## src/rtl/slp_seq_pkg.sv

```systemverilog
package slp_seq_pkg;

  typedef enum logic [1:0] {
    ST_ON   = 2'd0,
    ST_C2   = 2'd1,
    ST_SLP  = 2'd2,
    ST_WAKE = 2'd3
  } seq_st_e;

  // type code equals the S-state number
  localparam logic [2:0] TYP_S1 = 3'd1;
  localparam logic [2:0] TYP_S3 = 3'd3;
  localparam logic [2:0] TYP_S4 = 3'd4;
  localparam logic [2:0] TYP_S5 = 3'd5;

  typedef struct packed {
    logic s5;
    logic s3;
    logic s1;  // S1 line (mobile) or processor sleep (desktop)
  } rails_t;

  function automatic logic typ_ok(input logic [2:0] t);
    return (t == TYP_S1) || (t == TYP_S3) || (t == TYP_S4) || (t == TYP_S5);
  endfunction

  function automatic rails_t rails_for(input logic [2:0] t, input logic mob);
    rails_t r;
    r.s5 = (t == TYP_S4) || (t == TYP_S5);
    r.s3 = r.s5 || (t == TYP_S3);
    r.s1 = (t == TYP_S1) || (mob && r.s3);
    return r;
  endfunction

endpackage

```

## src/rtl/slp_ovr_det.sv

```systemverilog
module slp_ovr_det #(
  parameter int unsigned OVR_CYCLES = 131072
) (
  input  logic rtc_clk_i,
  input  logic rst_ni,
  input  logic pwrbtn_ni,
  output logic ovr_o
);
  localparam int unsigned CNT_W = $clog2(OVR_CYCLES + 2);
  localparam logic [CNT_W-1:0] HIT = CNT_W'(OVR_CYCLES);
  localparam logic [CNT_W-1:0] SAT = CNT_W'(OVR_CYCLES + 1);

  logic [CNT_W-1:0] cnt_q;

  always_ff @(posedge rtc_clk_i or negedge rst_ni) begin
    if (!rst_ni)         cnt_q <= '0;
    else if (pwrbtn_ni)  cnt_q <= '0;
    else if (cnt_q != SAT) cnt_q <= cnt_q + 1'b1;
  end

  // fires on the (OVR_CYCLES+1)th low sample, once per press
  assign ovr_o = !pwrbtn_ni && (cnt_q == HIT);

  AST_OVR_ONE_SHOT: assert property (@(posedge rtc_clk_i) disable iff (!rst_ni)
    ovr_o |=> !ovr_o);

endmodule

```

## src/rtl/slp_rail_seq.sv

```systemverilog
module slp_rail_seq
  import slp_seq_pkg::*;
#(
  parameter int unsigned GAP_W = 8
) (
  input  logic             rtc_clk_i,
  input  logic             rst_ni,
  input  logic             enter_i,
  input  rails_t           enter_rails_i,
  input  logic             wake_start_i,
  input  logic [GAP_W-1:0] gap_i,
  output rails_t           rails_o,
  output logic             done_o
);
  rails_t           rails_q, rails_clr;
  logic             run_q, step;
  logic [GAP_W-1:0] cnt_q;

  // drop the heaviest line still held
  always_comb begin
    rails_clr = rails_q;
    if (rails_q.s5)      rails_clr.s5 = 1'b0;
    else if (rails_q.s3) rails_clr.s3 = 1'b0;
    else                 rails_clr.s1 = 1'b0;
  end

  assign step   = run_q && (cnt_q == '0);
  assign done_o = step && (rails_clr == '0);

  always_ff @(posedge rtc_clk_i or negedge rst_ni) begin
    if (!rst_ni) begin
      rails_q <= '0;
      run_q   <= 1'b0;
      cnt_q   <= '0;
    end else if (enter_i) begin
      rails_q <= enter_rails_i;
      run_q   <= 1'b0;
      cnt_q   <= '0;
    end else if (wake_start_i) begin
      run_q <= 1'b1;
      cnt_q <= '0;
    end else if (run_q) begin
      if (cnt_q != '0) begin
        cnt_q <= cnt_q - 1'b1;
      end else begin
        rails_q <= rails_clr;
        if (done_o) run_q <= 1'b0;
        else        cnt_q <= gap_i;
      end
    end
  end

  assign rails_o = rails_q;

  AST_S3_AFTER_S5: assert property (@(posedge rtc_clk_i) disable iff (!rst_ni)
    $fell(rails_q.s3) |-> !rails_q.s5);
  AST_S1_LAST: assert property (@(posedge rtc_clk_i) disable iff (!rst_ni)
    $fell(rails_q.s1) |-> (!rails_q.s3 && !rails_q.s5));

endmodule

```

## src/rtl/slp_ctrl_fsm.sv

```systemverilog
module slp_ctrl_fsm
  import slp_seq_pkg::*;
(
  input  logic       rtc_clk_i,
  input  logic       rst_ni,
  input  logic [2:0] typ_i,
  input  logic       slp_en_wr_i,
  input  logic       ovr_i,
  input  logic       c2_ack_i,
  input  logic       wake_i,
  input  logic       rails_done_i,
  output seq_st_e    st_o,
  output logic [2:0] tgt_o,
  output logic       slp_en_o,
  output logic       c2_req_o,
  output logic       ovr_flag_o,
  output logic       sw_req_o,
  output logic       enter_o,
  output logic [2:0] enter_typ_o,
  output logic       wake_start_o
);
  seq_st_e    st_q;
  logic [2:0] tgt_q;
  logic       slp_en_q, ovr_flag_q;

  assign sw_req_o = (st_q == ST_ON) && slp_en_wr_i && typ_ok(typ_i);

  always_ff @(posedge rtc_clk_i or negedge rst_ni) begin
    if (!rst_ni) begin
      st_q       <= ST_ON;
      tgt_q      <= '0;
      slp_en_q   <= 1'b0;
      ovr_flag_q <= 1'b0;
    end else if (ovr_i) begin
      st_q       <= ST_SLP;
      tgt_q      <= TYP_S5;
      slp_en_q   <= 1'b0;
      ovr_flag_q <= 1'b1;
    end else begin
      unique case (st_q)
        ST_ON: if (sw_req_o) begin
          st_q     <= ST_C2;
          tgt_q    <= typ_i;
          slp_en_q <= 1'b1;
        end
        ST_C2: if (c2_ack_i) begin
          st_q       <= ST_SLP;
          slp_en_q   <= 1'b0;
          ovr_flag_q <= 1'b0;
        end
        ST_SLP:  if (wake_i) st_q <= ST_WAKE;
        ST_WAKE: if (rails_done_i) st_q <= ST_ON;
        default: st_q <= ST_ON;
      endcase
    end
  end

  assign c2_req_o     = (st_q == ST_C2);
  assign enter_o      = ovr_i || (c2_req_o && c2_ack_i);
  assign enter_typ_o  = ovr_i ? TYP_S5 : tgt_q;
  assign wake_start_o = (st_q == ST_SLP) && wake_i && !ovr_i;
  assign st_o         = st_q;
  assign tgt_o        = tgt_q;
  assign slp_en_o     = slp_en_q;
  assign ovr_flag_o   = ovr_flag_q;

  AST_RSVD_NO_MOVE: assert property (@(posedge rtc_clk_i) disable iff (!rst_ni)
    (st_q == ST_ON && slp_en_wr_i && !typ_ok(typ_i) && !ovr_i)
      |=> (st_q == ST_ON && !slp_en_q));
  AST_C2_FIRST: assert property (@(posedge rtc_clk_i) disable iff (!rst_ni)
    (st_q == ST_SLP && $past(st_q) != ST_SLP && !ovr_flag_q)
      |-> ($past(st_q) == ST_C2));
  AST_OVR_S5: assert property (@(posedge rtc_clk_i) disable iff (!rst_ni)
    ovr_i |=> (st_q == ST_SLP && tgt_q == TYP_S5 && ovr_flag_q && !slp_en_q));

endmodule

```

## src/rtl/slp_sequencer.sv

```systemverilog
module slp_sequencer
  import slp_seq_pkg::*;
#(
  parameter bit          MOBILE     = 1'b0,
  parameter int unsigned OVR_CYCLES = 131072,
  parameter int unsigned GAP_W      = 8
) (
  input  logic             rtc_clk_i,
  input  logic             rst_ni,
  input  logic [2:0]       slp_typ_i,
  input  logic             slp_en_wr_i,
  output logic             slp_en_o,
  input  logic             pwrbtn_ni,
  input  logic             sw_thr_req_i,
  input  logic             thrm_thr_req_i,
  output logic             thr_en_o,
  output logic             c2_req_o,
  input  logic             c2_ack_i,
  input  logic             wake_i,
  input  logic [GAP_W-1:0] wake_gap_i,
  output logic             cpuslp_no,
  output logic             slp_s1_no,
  output logic             slp_s3_no,
  output logic             slp_s5_no,
  output logic [2:0]       cur_s_o,
  output logic             ovr_flag_o
);
  seq_st_e    st;
  logic [2:0] tgt, enter_typ;
  logic       ovr, sw_req, enter, wake_start, rails_done;
  rails_t     rails;

  slp_ovr_det #(.OVR_CYCLES(OVR_CYCLES)) i_ovr_det (
    .rtc_clk_i (rtc_clk_i),
    .rst_ni    (rst_ni),
    .pwrbtn_ni (pwrbtn_ni),
    .ovr_o     (ovr)
  );

  slp_ctrl_fsm i_ctrl_fsm (
    .rtc_clk_i    (rtc_clk_i),
    .rst_ni       (rst_ni),
    .typ_i        (slp_typ_i),
    .slp_en_wr_i  (slp_en_wr_i),
    .ovr_i        (ovr),
    .c2_ack_i     (c2_ack_i),
    .wake_i       (wake_i),
    .rails_done_i (rails_done),
    .st_o         (st),
    .tgt_o        (tgt),
    .slp_en_o     (slp_en_o),
    .c2_req_o     (c2_req_o),
    .ovr_flag_o   (ovr_flag_o),
    .sw_req_o     (sw_req),
    .enter_o      (enter),
    .enter_typ_o  (enter_typ),
    .wake_start_o (wake_start)
  );

  slp_rail_seq #(.GAP_W(GAP_W)) i_rail_seq (
    .rtc_clk_i     (rtc_clk_i),
    .rst_ni        (rst_ni),
    .enter_i       (enter),
    .enter_rails_i (rails_for(enter_typ, MOBILE)),
    .wake_start_i  (wake_start),
    .gap_i         (wake_gap_i),
    .rails_o       (rails),
    .done_o        (rails_done)
  );

  // sleep request outranks throttling in the cycle it is accepted
  assign thr_en_o = (st == ST_ON) && !sw_req && !ovr && (sw_thr_req_i || thrm_thr_req_i);
  assign cur_s_o  = (st == ST_SLP || st == ST_WAKE) ? tgt : 3'd0;

  assign slp_s3_no = !rails.s3;
  assign slp_s5_no = !rails.s5;

  generate
    if (MOBILE) begin : g_mobile
      assign slp_s1_no = !rails.s1;
      assign cpuslp_no = 1'b1;
    end else begin : g_desktop
      assign slp_s1_no = 1'b1;
      assign cpuslp_no = !rails.s1;
    end
  endgenerate

  AST_THR_EXCL: assert property (@(posedge rtc_clk_i) disable iff (!rst_ni)
    thr_en_o |-> (!c2_req_o && cpuslp_no && slp_s1_no && slp_s3_no && slp_s5_no));

endmodule

```

## config.mk

```make
export PLATFORM = sky130hd
export DESIGN_NAME = slp_sequencer
export DESIGN_NICKNAME = d
export VERILOG_FILES = /design/src/rtl/slp_seq_pkg.sv /design/src/rtl/slp_ovr_det.sv /design/src/rtl/slp_rail_seq.sv /design/src/rtl/slp_ctrl_fsm.sv /design/src/rtl/slp_sequencer.sv
export SDC_FILE = /design/constraint.sdc
export NUM_CORES = 1
export LEC_CHECK = 0
export BUFFER_PORTS_ARGS = -buffer_cell sky130_fd_sc_hd__buf_4
export CORE_ASPECT_RATIO = 0.8
export CORE_UTILIZATION = 46
export CTS_CLUSTER_DIAMETER = 30
export CTS_CLUSTER_SIZE = 20
export DETAILED_ROUTE_END_ITERATION = 8
export PLACE_DENSITY = 0.67
export SLEW_MARGIN = 40
export SYNTH_ARGS = -nofsm -noshare
export SYNTH_HDL_FRONTEND = slang
export SYNTH_HIERARCHICAL = 1
export SYNTH_SLANG_ARGS = --single-unit
```

## constraint.sdc

```tcl
create_clock -name rtc_clk_i -period 3.5 [get_ports rtc_clk_i]
set_input_delay 0.7 -clock rtc_clk_i [delete_from_list [all_inputs] [get_ports rtc_clk_i]]
set_output_delay 0.7 -clock rtc_clk_i [all_outputs]
set_load 0.02 [all_outputs]
```

==> results.sh, run 1 <==
export IMPL_power_leakage_nw=1.246
export IMPL_fin_tns_setup_ns=0
export IMPL_crit_path_max_incr_delay_ns=0.44
export IMPL_slew_headroom=0.5447
export IMPL_root_buffer="clkbuf_8"
export IMPL_synth_largest_area_cell="dfrtp_1"
export IMPL_async_flop_share=1.000
export IMPL_r2r_slack_ns=0.84
export IMPL_p_seq_frac=0.347
export IMPL_ys_ff_latch=37
export IMPL_wl_microns=5363
export IMPL_grt_total_usage=0.2087
export IMPL_rr_endpoint="i_ctrl_fsm/st_o[1]$_DFFE_PN0P_"
export IMPL_p_per_area_nw_per_um2=657.8
export IMPL_fin_crit_sh=0.8223
export IMPL_dr_pass1_iters=6
export IMPL_crit_type="register to primary output"
export IMPL_ys_flop_type="dfrtp_1"
export IMPL_rows=23
export IMPL_rsz0062_at_grt="no"
export IMPL_max_freq_mhz=347.5
export IMPL_grt_max_degree=38
export IMPL_cts_hold_buffers=0
export IMPL_grt_overflow=0
export IMPL_crit_path_end_kind="primary output"
export IMPL_crit_buf_inv=2
export IMPL_design_area_sq_um=2836
export IMPL_vias_per_cell=5.704
export IMPL_maxSlewViolCount=0
export IMPL_dp_hpwl_microns=3851
export IMPL_initial_utilization=0.4869
export IMPL_place_area_sq_um=2720
export IMPL_internal_power_mw=1.129
export IMPL_globalplace_congestion=0.8451
export IMPL_antenna_found_initial=0
export IMPL_wl_per_cell_microns=14.98
export IMPL_num_antenna_cells=0
export IMPL_switching_power_uw=736.6
export IMPL_die_h_microns=67.67
export IMPL_hold_violations=0
export IMPL_core_area_sq_um=5094
export IMPL_slowest_stage="dfrtp_1"
export IMPL_drv_cap=0
export IMPL_cts_buffers=5
export IMPL_status="complete, but fails checks"
export IMPL_clockBufferDepth=2
export IMPL_cp_data_arrival_time_ns=2.18
export IMPL_avgSynthCellArea_sq_um=9.185
export IMPL_hp_class="primary input to asynchronous set/reset pin"
export IMPL_clock_skew_ns=0.006216
export IMPL_setup_viol=0
export IMPL_synthTopCellsByArea="dfrtp_1 (37%), ha_1 (5.5%), nor2_1 (3.9%), xnor2_1 (3.5%), nand2_1 (2.6%)"
export IMPL_drive_gt1_frac=0.1993
export IMPL_path_cells="nor4_1, nand4_1, nor3b_1, buf_4, nor4_1, o21a_1, buf_4"
export IMPL_io_buffers=28
export IMPL_synth_distinct_cells=68
export IMPL_die_w_microns=84.09
export IMPL_synth_common_cells="dfrtp_1 (37), nor2_1 (26), nand2_1 (17)"
export IMPL_post_route_util=0.5569
export IMPL_clock_sinks=37
export IMPL_synth_top_area_frac=0.3734
export IMPL_syn_inst=270
export IMPL_area_growth_pct=14.38
export IMPL_rr_startpoint="i_rail_seq/cnt_q[0]$_DFFE_PN0P_"
export IMPL_grt_pass1_vias=1850
export IMPL_synth_area_sq_um=2480
export IMPL_tightest_slew_ns=0.6815
export IMPL_swShare=0.3948
export IMPL_dieArea_sq_um=5690
export IMPL_critPathTopFamily="simple AND/OR/NAND/NOR gates"
export IMPL_nNetsFinal=325
export IMPL_vias=2042
export IMPL_yosysMostFrequentCell="dfrtp_1"
export IMPL_combPwrFrac=0.445
export IMPL_ctsResizeCount=0
export IMPL_final_antenna_net_count=0
export IMPL_synth_edf_count=0
export IMPL_insertion_delay_ns=0.30
export IMPL_post_cts_setup_buffers=0
export IMPL_pin_count=30
export IMPL_cp_max_fo=15
export IMPL_path_clk_slew_ns=0.07
export IMPL_reg2regPathDepth=8
export IMPL_drc_errors=2
export IMPL_p_total_mw=1.866
export IMPL_start_kind="register"
export IMPL_p_clk_frac=0.209
export IMPL_grt_pass1_wl_microns=9163
export IMPL_required_ns=2.80
export IMPL_ir_worst_vdd_uv=348.2
export IMPL_ys_warn_count=6
export IMPL_syn_nets=300
export IMPL_ys_seq_area_frac=0.3734
export IMPL_drtIter0Drc=139
export IMPL_layout_min_cycle_time_ns=2.878
export IMPL_cts_htree_levels=2
export IMPL_cts_tree="yes"
export IMPL_violations="DRC"
through the flow:
| stage | worst slack (ns) | instances | hold slack, ns |
|---|---|---|---|
| floorplan | 0.9530 | 270 | 0.4044 |
| global placement | 1.001 | 350 | 0.4890 |
| detailed placement | 0.9046 | 350 | 0.4727 |
| CTS | 0.5868 | 358 | 0.3741 |
| global route | 0.4400 | 358 | 0.3943 |
| finish | 0.6219 | 358 | 0.3610 |
state kept, by name (all words and copies together) (netlist names):
name,flops
i_ctrl_fsm/tgt_o,3
i_ctrl_fsm/st_o,2
i_rail_seq/cnt_q,8
i_ctrl_fsm/slp_en_o,1
i_rail_seq/rails_o,3
i_ovr_det/cnt_q,18
i_ctrl_fsm/ovr_flag_o,1
i_rail_seq/run_q,1
routing by layer:
layer	routed length (microns)	part of all wire	GRT usage
met1	2832	0.53	0.3106
met5	0	0	0
met4	62	0.012	0.07112
met3	269	0.050	0.04523
met2	2198	0.41	0.2971
power groups by stage:
stage          Combinational [mW]  Sequential (mW)  Clock (mW)
2_1_floorplan               0.646            0.602           0
3_3_place_gp                0.812            0.651           0
3_5_place_dp                0.828            0.652           0
4_1_cts                     0.836            0.644       0.402
5_1_grt                     0.933            0.665       0.424
6_report                    0.830            0.647       0.389
placed cells by master, fill, tap and decap left out, types with 3 or more instances in the layout:
cell and instances:
a211oi_1 3, or2_2 4, xor2_1 3, nor2b_1 6, xnor2_1 10, nor3_1 9
nor4_1 6, clkbuf_8 6, and2_2 3, nor4b_1 3, nand2b_1 4, nor2_1 26
ha_1 11, o21ai_0 9, nand2_1 17, buf_4 29, a21oi_1 12, dfrtp_1 37
nand4_1 3, and3_1 3, nor4_2 5, inv_1 15, nor3b_1 6, nand3_1 10
cells by family (layout without fill, tap and decap cells):
group | after synthesis | count (layout) | synth area share
adder cells (fa/ha/maj) | 12 | 12 | 0.05954
buffers and inverters | 26 | 52 | 0.04491
flip-flops | 37 | 37 | 0.3734
AO/OA/AOI/OAI | 52 | 52 | 0.1458
AND/OR/NAND/NOR | 127 | 127 | 0.3209
other | 1 | 1 | 0.001512
multiplexers | 2 | 2 | 0.008073
XOR/XNOR | 13 | 13 | 0.04591
worst max path at each step:
stage / cells past startpoint / end / slack (ns) / startpoint
2_1_floorplan: 10 / i_rail_seq/cnt_q[1]$_DFFE_PN0P_ / 0.95 / i_ovr_det/cnt_q[11]$_DFFE_PN0P_
3_3_place_gp: 7 / thr_en_o / 1.00 / i_ovr_det/cnt_q[3]$_DFFE_PN0P_
3_5_place_dp: 8 / i_ctrl_fsm/st_o[1]$_DFFE_PN0P_ / 0.90 / i_rail_seq/cnt_q[0]$_DFFE_PN0P_
4_1_cts: 7 / thr_en_o / 0.59 / i_ovr_det/cnt_q[3]$_DFFE_PN0P_
5_1_grt: 7 / thr_en_o / 0.44 / i_ovr_det/cnt_q[3]$_DFFE_PN0P_
6_report: 7 / thr_en_o / 0.62 / i_ovr_det/cnt_q[3]$_DFFE_PN0P_
layout make-up:
| class | count | area (sq um) |
|---|---|---|
| fillers | 466 | 2257 |
| inverters | 15 | 56.30 |
| multi-input cells | 207 | 1443 |
| clock buffers | 7 | 86.33 |
| clock inverters | 1 | 30.03 |
| flip-flops and latches | 37 | 925.9 |
| well taps | 62 | 77.57 |
| repair buffers | 29 | 217.7 |
Power figures use the tool's default switching activity.
==> inputs of run 2 (changes only) <==
- PLACE_DENSITY: 0.67 -> 0.7
- clock period: 3.5 -> 2.4 ns (I/O delays scaled with it)
==> run 2 against run 1 <==
Largest cell class unchanged. Critical path depth decreased by 1. Register-to-register slack got worse by 0.63 ns. Highest routed layer unchanged. The run still ends with DRC left. Setup slack got worse by 0.52 ns.
==> results.sh, run 2 (same netlist as run 1, synthesis figures left out) <==
export IMPL_drv_cap=0
export IMPL_top_register="i_ovr_det/cnt_q"
export IMPL_reg_top3="i_ovr_det/cnt_q x18, i_rail_seq/cnt_q x8"
export IMPL_fin_tns_setup_ns=0
export IMPL_cts_buffers=5
export IMPL_clock_skew_ns=0.004486
export IMPL_finalHoldWorstSlack_ns=0.1328
export IMPL_violations="DRC"
export IMPL_reg2regPathDepth=9
export IMPL_power_leakage_nw=1.356
export IMPL_cp_max_fo=5
export IMPL_post_route_util=0.5972
export IMPL_cts_tree="yes"
export IMPL_layout_cells_non_filler=375
export IMPL_nNetsFinal=342
export IMPL_insertion_delay_ns=0.30
export IMPL_cts_htree_levels=2
export IMPL_rsz0062_at_grt="yes"
export IMPL_grt_met2_usage=0.3617
export IMPL_globalplace_congestion=0.8375
export IMPL_wl_per_cell_microns=15.25
export IMPL_initial_utilization=0.4869
export IMPL_grtUsageMet1=0.2889
export IMPL_core_area_sq_um=5094
export IMPL_p_per_area_nw_per_um2=960.7
export IMPL_rr_startpoint="i_rail_seq/cnt_q[0]$_DFFE_PN0P_"
export IMPL_vias_per_cell=5.720
export IMPL_clock_sinks=37
export IMPL_required_ns=1.92
export IMPL_cp_data_arrival_time_ns=1.82
export IMPL_rows=23
export IMPL_drive_gt1_frac=0.2748
export IMPL_grt_overflow=0
export IMPL_place_area_sq_um=2838
export IMPL_antenna_found_initial=0
export IMPL_r2r_slack_ns=0.21
export IMPL_area_growth_pct=22.65
export IMPL_largest_reg_flops=18
export IMPL_worst_slack_ns=0.1024
export IMPL_crit_path_max_incr_delay_ns=0.46
export IMPL_root_buffer="clkbuf_8"
export IMPL_pin_count=30
export IMPL_grt_max_degree=38
export IMPL_final_antenna_net_count=0
export IMPL_layout_min_cycle_time_ns=2.298
export IMPL_slowest_stage="dfrtp_2"
export IMPL_dp_slack_ns=0.09102
export IMPL_fin_crit_sh=0.9573
export IMPL_mostFrequentLayoutCells="buf_4 (46), dfrtp_1 (33), nor2_1 (26)"
export IMPL_cts_hold_buffers=0
export IMPL_dieArea_sq_um=5690
export IMPL_status="complete, but fails checks"
export IMPL_vias=2145
export IMPL_grtUsageMet3=0.06357
export IMPL_path_cells="nor4b_4, nand4_1, nor3b_4, nor4_1, o21a_1, buf_4"
export IMPL_crit_type="register to primary output"
export IMPL_hold_violations=0
export IMPL_crit_path_end_kind="primary output"
export IMPL_grt_pass1_wl_microns=9577
export IMPL_path_clk_slew_ns=0.07
export IMPL_start_kind="register"
export IMPL_p_total_mw=2.922
export IMPL_final_common_cell="buf_4"
export IMPL_setup_viol=0
export IMPL_io_buffers=28
export IMPL_max_freq_mhz=435.2
export IMPL_design_area_sq_um=3042
export IMPL_wl_microns=5717
export IMPL_maxSlewViolCount=0
export IMPL_dp_hpwl_microns=4088
export IMPL_die_w_microns=84.09
export IMPL_die_h_microns=67.67
export IMPL_drc_errors=2
export IMPL_dr_pass1_iters=6
export IMPL_grt_total_usage=0.2204
export IMPL_clockBufferDepth=2
export IMPL_dp_cells=365
export IMPL_rr_endpoint="i_ctrl_fsm/st_o[1]$_DFFE_PN0P_"
export IMPL_drtIter0Drc=159
export IMPL_grt_busiest_layer="met2"
export IMPL_hp_class="primary input to asynchronous set/reset pin"
export IMPL_grt_pass1_vias=2050
export IMPL_ir_worst_vdd_uv=307.3
export IMPL_num_antenna_cells=0
-- run 2: changes by cell type in the layout (fill, tap and decap cells not counted), sizes merged --
cell    change
clkbuf      -2
bufinv      +1
buf        +17
clkinv      +1
-- run 2: layer usage --
layer,share of wire,vias to the layer above
li1,-,1056
met1,0.46,1018
met2,0.47,64
met3,0.058,7
met4,0.0096,0
met5,0,-
-- run 2: repair_timing --
| action | 4_1_cts | 5_1_grt |
|---|---|---|
| endpoints found under the setup margin | 1 | 2 |
| gates resized for setup | 4 | 8 |
| setup buffers | 2 | 0 |
| pin swaps | 2 | 2 |
-- run 2: how the worst max path moves through the flow --
stage | slack [ns] | cells past startpoint | end | startpoint
2_1_floorplan | 0.04 | 10 | i_rail_seq/cnt_q[1]$_DFFE_PN0P_ | i_ovr_det/cnt_q[11]$_DFFE_PN0P_
3_5_place_dp | 0.09 | 6 | i_rail_seq/cnt_q[3]$_DFFE_PN0P_ | i_ovr_det/cnt_q[4]$_DFFE_PN0P_
5_1_grt | -0.03 | 6 | thr_en_o | i_ovr_det/cnt_q[4]$_DFFE_PN0P_
4_1_cts | 0.04 | 6 | thr_en_o | i_ovr_det/cnt_q[12]$_DFFE_PN0P_
3_3_place_gp | 0.09 | 6 | thr_en_o | i_ovr_det/cnt_q[4]$_DFFE_PN0P_
6_report | 0.10 | 6 | thr_en_o | i_ovr_det/cnt_q[4]$_DFFE_PN0P_
-- run 2: layout make-up --
type	count	area, sq um
Sequential cell	37	930.9
Inverter	15	56.30
Multi-Input combinational cell	207	1498
Tap cell	62	77.57
Fill cell	446	2052
Clock inverter	3	65.06
Clock buffer	5	68.82
Timing Repair Buffer	46	345.3
-- run 2: power breakdown --
part	switching [mW]	internal, mW	leakage (nW)
clock	0.234	0.413	0.0681
combinational	0.746	0.635	0.803
sequential	0.138	0.756	0.485
total	1.12	1.80	1.36
-- run 2: worst max-delay path: cells and delay by family (launching register included) --
kind,cells,cell delay [ns]
DFF,1,0.46
and+or+nand+nor,4,0.81
buffers and inverters,1,0.15
AOI/OAI and AO/OA,1,0.10
==> inputs of run 3 (changes only) <==
- CAP_MARGIN: not set -> 10
- MAX_ROUTING_LAYER: not set -> met4
- PLACE_DENSITY: 0.7 -> 0.67
- clock period: 2.4 -> 2.35 ns (I/O delays scaled with it)
==> run 3 against run 2 <==
The run still ends with DRC left. Final cell count grew 2.1%. Sequential power grew 3.6%. Clock power shrank 36%. Worst hold slack lost 0.00085 ns. Register-to-register slack lost 0.06 ns. Global-route usage shrank 0.33 points. Critical path type unchanged. Setup slack lost 0.061 ns. Non-clock buffer count grew 10. Routed wire length shrank 0.44%. First-iteration DRC count shrank 5.0%. Highest routed layer unchanged. Cell area grew 1.0%.
==> results.sh, run 3 (same netlist as run 1, synthesis figures left out) <==
export IMPL_n_fill_cell=458
export IMPL_area_growth_pct=23.92
export IMPL_status="complete, but fails checks"
export IMPL_hp_class="primary input to asynchronous set/reset pin"
export IMPL_wl_met2_microns=2703
export IMPL_maxSlewViolCount=0
export IMPL_drive_gt1_frac=0.2928
export IMPL_setup_viol=0
export IMPL_dieArea_sq_um=5690
export IMPL_path_cells="inv_1, ha_1, and4b_2, nor4_2, o21a_1, buf_6"
export IMPL_die_w_microns=84.09
export IMPL_ir_worst_vdd_uv=277.7
export IMPL_drc_errors=10
export IMPL_critPathTopFamily="flip-flops"
export IMPL_post_route_util=0.6033
export IMPL_met1_length_microns=2690
export IMPL_core_area_sq_um=5094
export IMPL_layout_cells_non_filler=383
export IMPL_rsz0062_at_grt="yes"
export IMPL_finalHoldWorstSlack_ns=0.1319
export IMPL_num_antenna_cells=0
export IMPL_grt_max_degree=38
export IMPL_path_clk_slew_ns=0.08
export IMPL_hold_violations=0
export IMPL_crit_buf_inv=2
export IMPL_dr_pass1_iters=6
export IMPL_cts_tree="yes"
export IMPL_cp_data_arrival_time_ns=1.84
export IMPL_root_buffer="clkbuf_8"
export IMPL_crit_path_max_incr_delay_ns=0.44
export IMPL_crit_path_end_kind="primary output"
export IMPL_final_common_cell="buf_4"
export IMPL_p_per_area_nw_per_um2=892.1
export IMPL_clockBufferDepth=2
export IMPL_wl_microns=5692
export IMPL_fin_crit_sh=0.9825
export IMPL_grt_pass1_vias=2014
export IMPL_violations="DRC"
export IMPL_pin_count=30
export IMPL_max_freq_mhz=433.1
export IMPL_clock_skew_ns=0.008643
export IMPL_start_kind="register"
export IMPL_drv_cap=0
export IMPL_reg_top3="i_ovr_det/cnt_q x18, i_rail_seq/cnt_q x8"
export IMPL_power_leakage_nw=1.393
export IMPL_vias=2166
export IMPL_cts_htree_levels=2
export IMPL_dp_hpwl_microns=4107
export IMPL_grt_total_usage=0.2171
export IMPL_crit_type="register to primary output"
export IMPL_drtIter0Drc=151
export IMPL_die_h_microns=67.67
export IMPL_initial_utilization=0.4869
export IMPL_grt_pass1_wl_microns=9349
export IMPL_grt_overflow=0
export IMPL_dp_cells=371
export IMPL_wl_per_cell_microns=14.86
export IMPL_rows=23
export IMPL_clock_sinks=37
export IMPL_wl_met3_microns=254
export IMPL_dp_slack_ns=0.1961
export IMPL_cts_buffers=5
export IMPL_final_antenna_net_count=0
export IMPL_fin_tns_setup_ns=0
export IMPL_io_buffers=28
export IMPL_layout_min_cycle_time_ns=2.309
export IMPL_top_register="i_ovr_det/cnt_q"
export IMPL_cp_max_fo=5
export IMPL_globalplace_congestion=0.8119
export IMPL_vias_per_cell=5.655
export IMPL_cts_hold_buffers=0
export IMPL_required_ns=1.88
export IMPL_worst_slack_ns=0.04105
export IMPL_insertion_delay_ns=0.29
export IMPL_mostFrequentLayoutCells="buf_4 (55), dfrtp_1 (35), nor2_1 (26)"
export IMPL_largest_reg_flops=18
export IMPL_slowest_stage="dfrtp_1"
export IMPL_nNetsFinal=352
export IMPL_routed_top_layer="met4"
export IMPL_antenna_found_initial=0
==> run 3: changes by cell type in the layout (fill, tap and decap cells not counted), sizes merged <==
cell	delta
buf	+10
bufinv	-2
==> run 3: worst paths after layout <==
check                                               endpoint  slack, ns                         startpoint  depth (start not counted)
setup / recovery                                    thr_en_o       0.04     i_ctrl_fsm/st_o[0]$_DFFE_PN0P_                          6
hold / removal               i_ctrl_fsm/tgt_o[2]$_DFFE_PN0P_       0.13                             rst_ni                          1
setup reg to reg             i_rail_seq/cnt_q[3]$_DFFE_PN0P_       0.15    i_ovr_det/cnt_q[11]$_DFFE_PN0P_                          9
hold reg to reg            i_ctrl_fsm/ovr_flag_o$_DFFE_PN0P_       0.50  i_ctrl_fsm/ovr_flag_o$_DFFE_PN0P_                          1
max in group asynchronous    i_ovr_det/cnt_q[15]$_DFFE_PN0P_       1.84                             rst_ni                          1
min in group rtc_clk_i       i_ctrl_fsm/tgt_o[0]$_DFFE_PN0P_       0.41                       slp_typ_i[0]                          2
==> run 3: final cells by class <==
type | count | area [sq um] | area share
Multi-Input combinational cell | 207 | 1513 | 0.4923
Inverter | 15 | 56.30 | 0.01832
Clock inverter | 1 | 5.005 | 0.001629
Sequential cell | 37 | 928.4 | 0.3021
Clock buffer | 5 | 68.82 | 0.02239
Tap cell | 62 | 77.57 | 0.02524
Timing Repair Buffer | 56 | 424.2 | 0.1380
==> run 3: repair_timing <==
| item | 4_1_cts | 5_1_grt |
|---|---|---|
| setup endpoints to repair | 1 | 1 |
| setup buffers | 0 | 6 |
| pin swaps | 1 | 3 |
| resized for setup | 8 | 5 |
==> run 3: per-stage QoR <==
stage | total power [mW] | cell area (sq um)
2_1_floorplan | 1.859 | 2486
3_3_place_gp | 2.274 | 2883
3_5_place_dp | 2.299 | 2883
4_1_cts | 2.733 | 3009
5_1_grt | 2.940 | 3073
6_report | 2.741 | 3073
==> run 3: power by group <==
| group | internal [mW] | total [mW] | switching, mW |
|---|---|---|---|
| clock | 0.195 | 0.416 | 0.221 |
| sequential | 0.773 | 0.926 | 0.154 |
| combinational | 0.658 | 1.40 | 0.742 |
| total | 1.63 | 2.74 | 1.12 |
==> run 3: layer usage <==
layer,up-vias,global-route usage
met5,-,-
met4,0,0.04526
met3,6,0.05501
met2,52,0.3586
met1,1036,0.2736
li1,1072,-
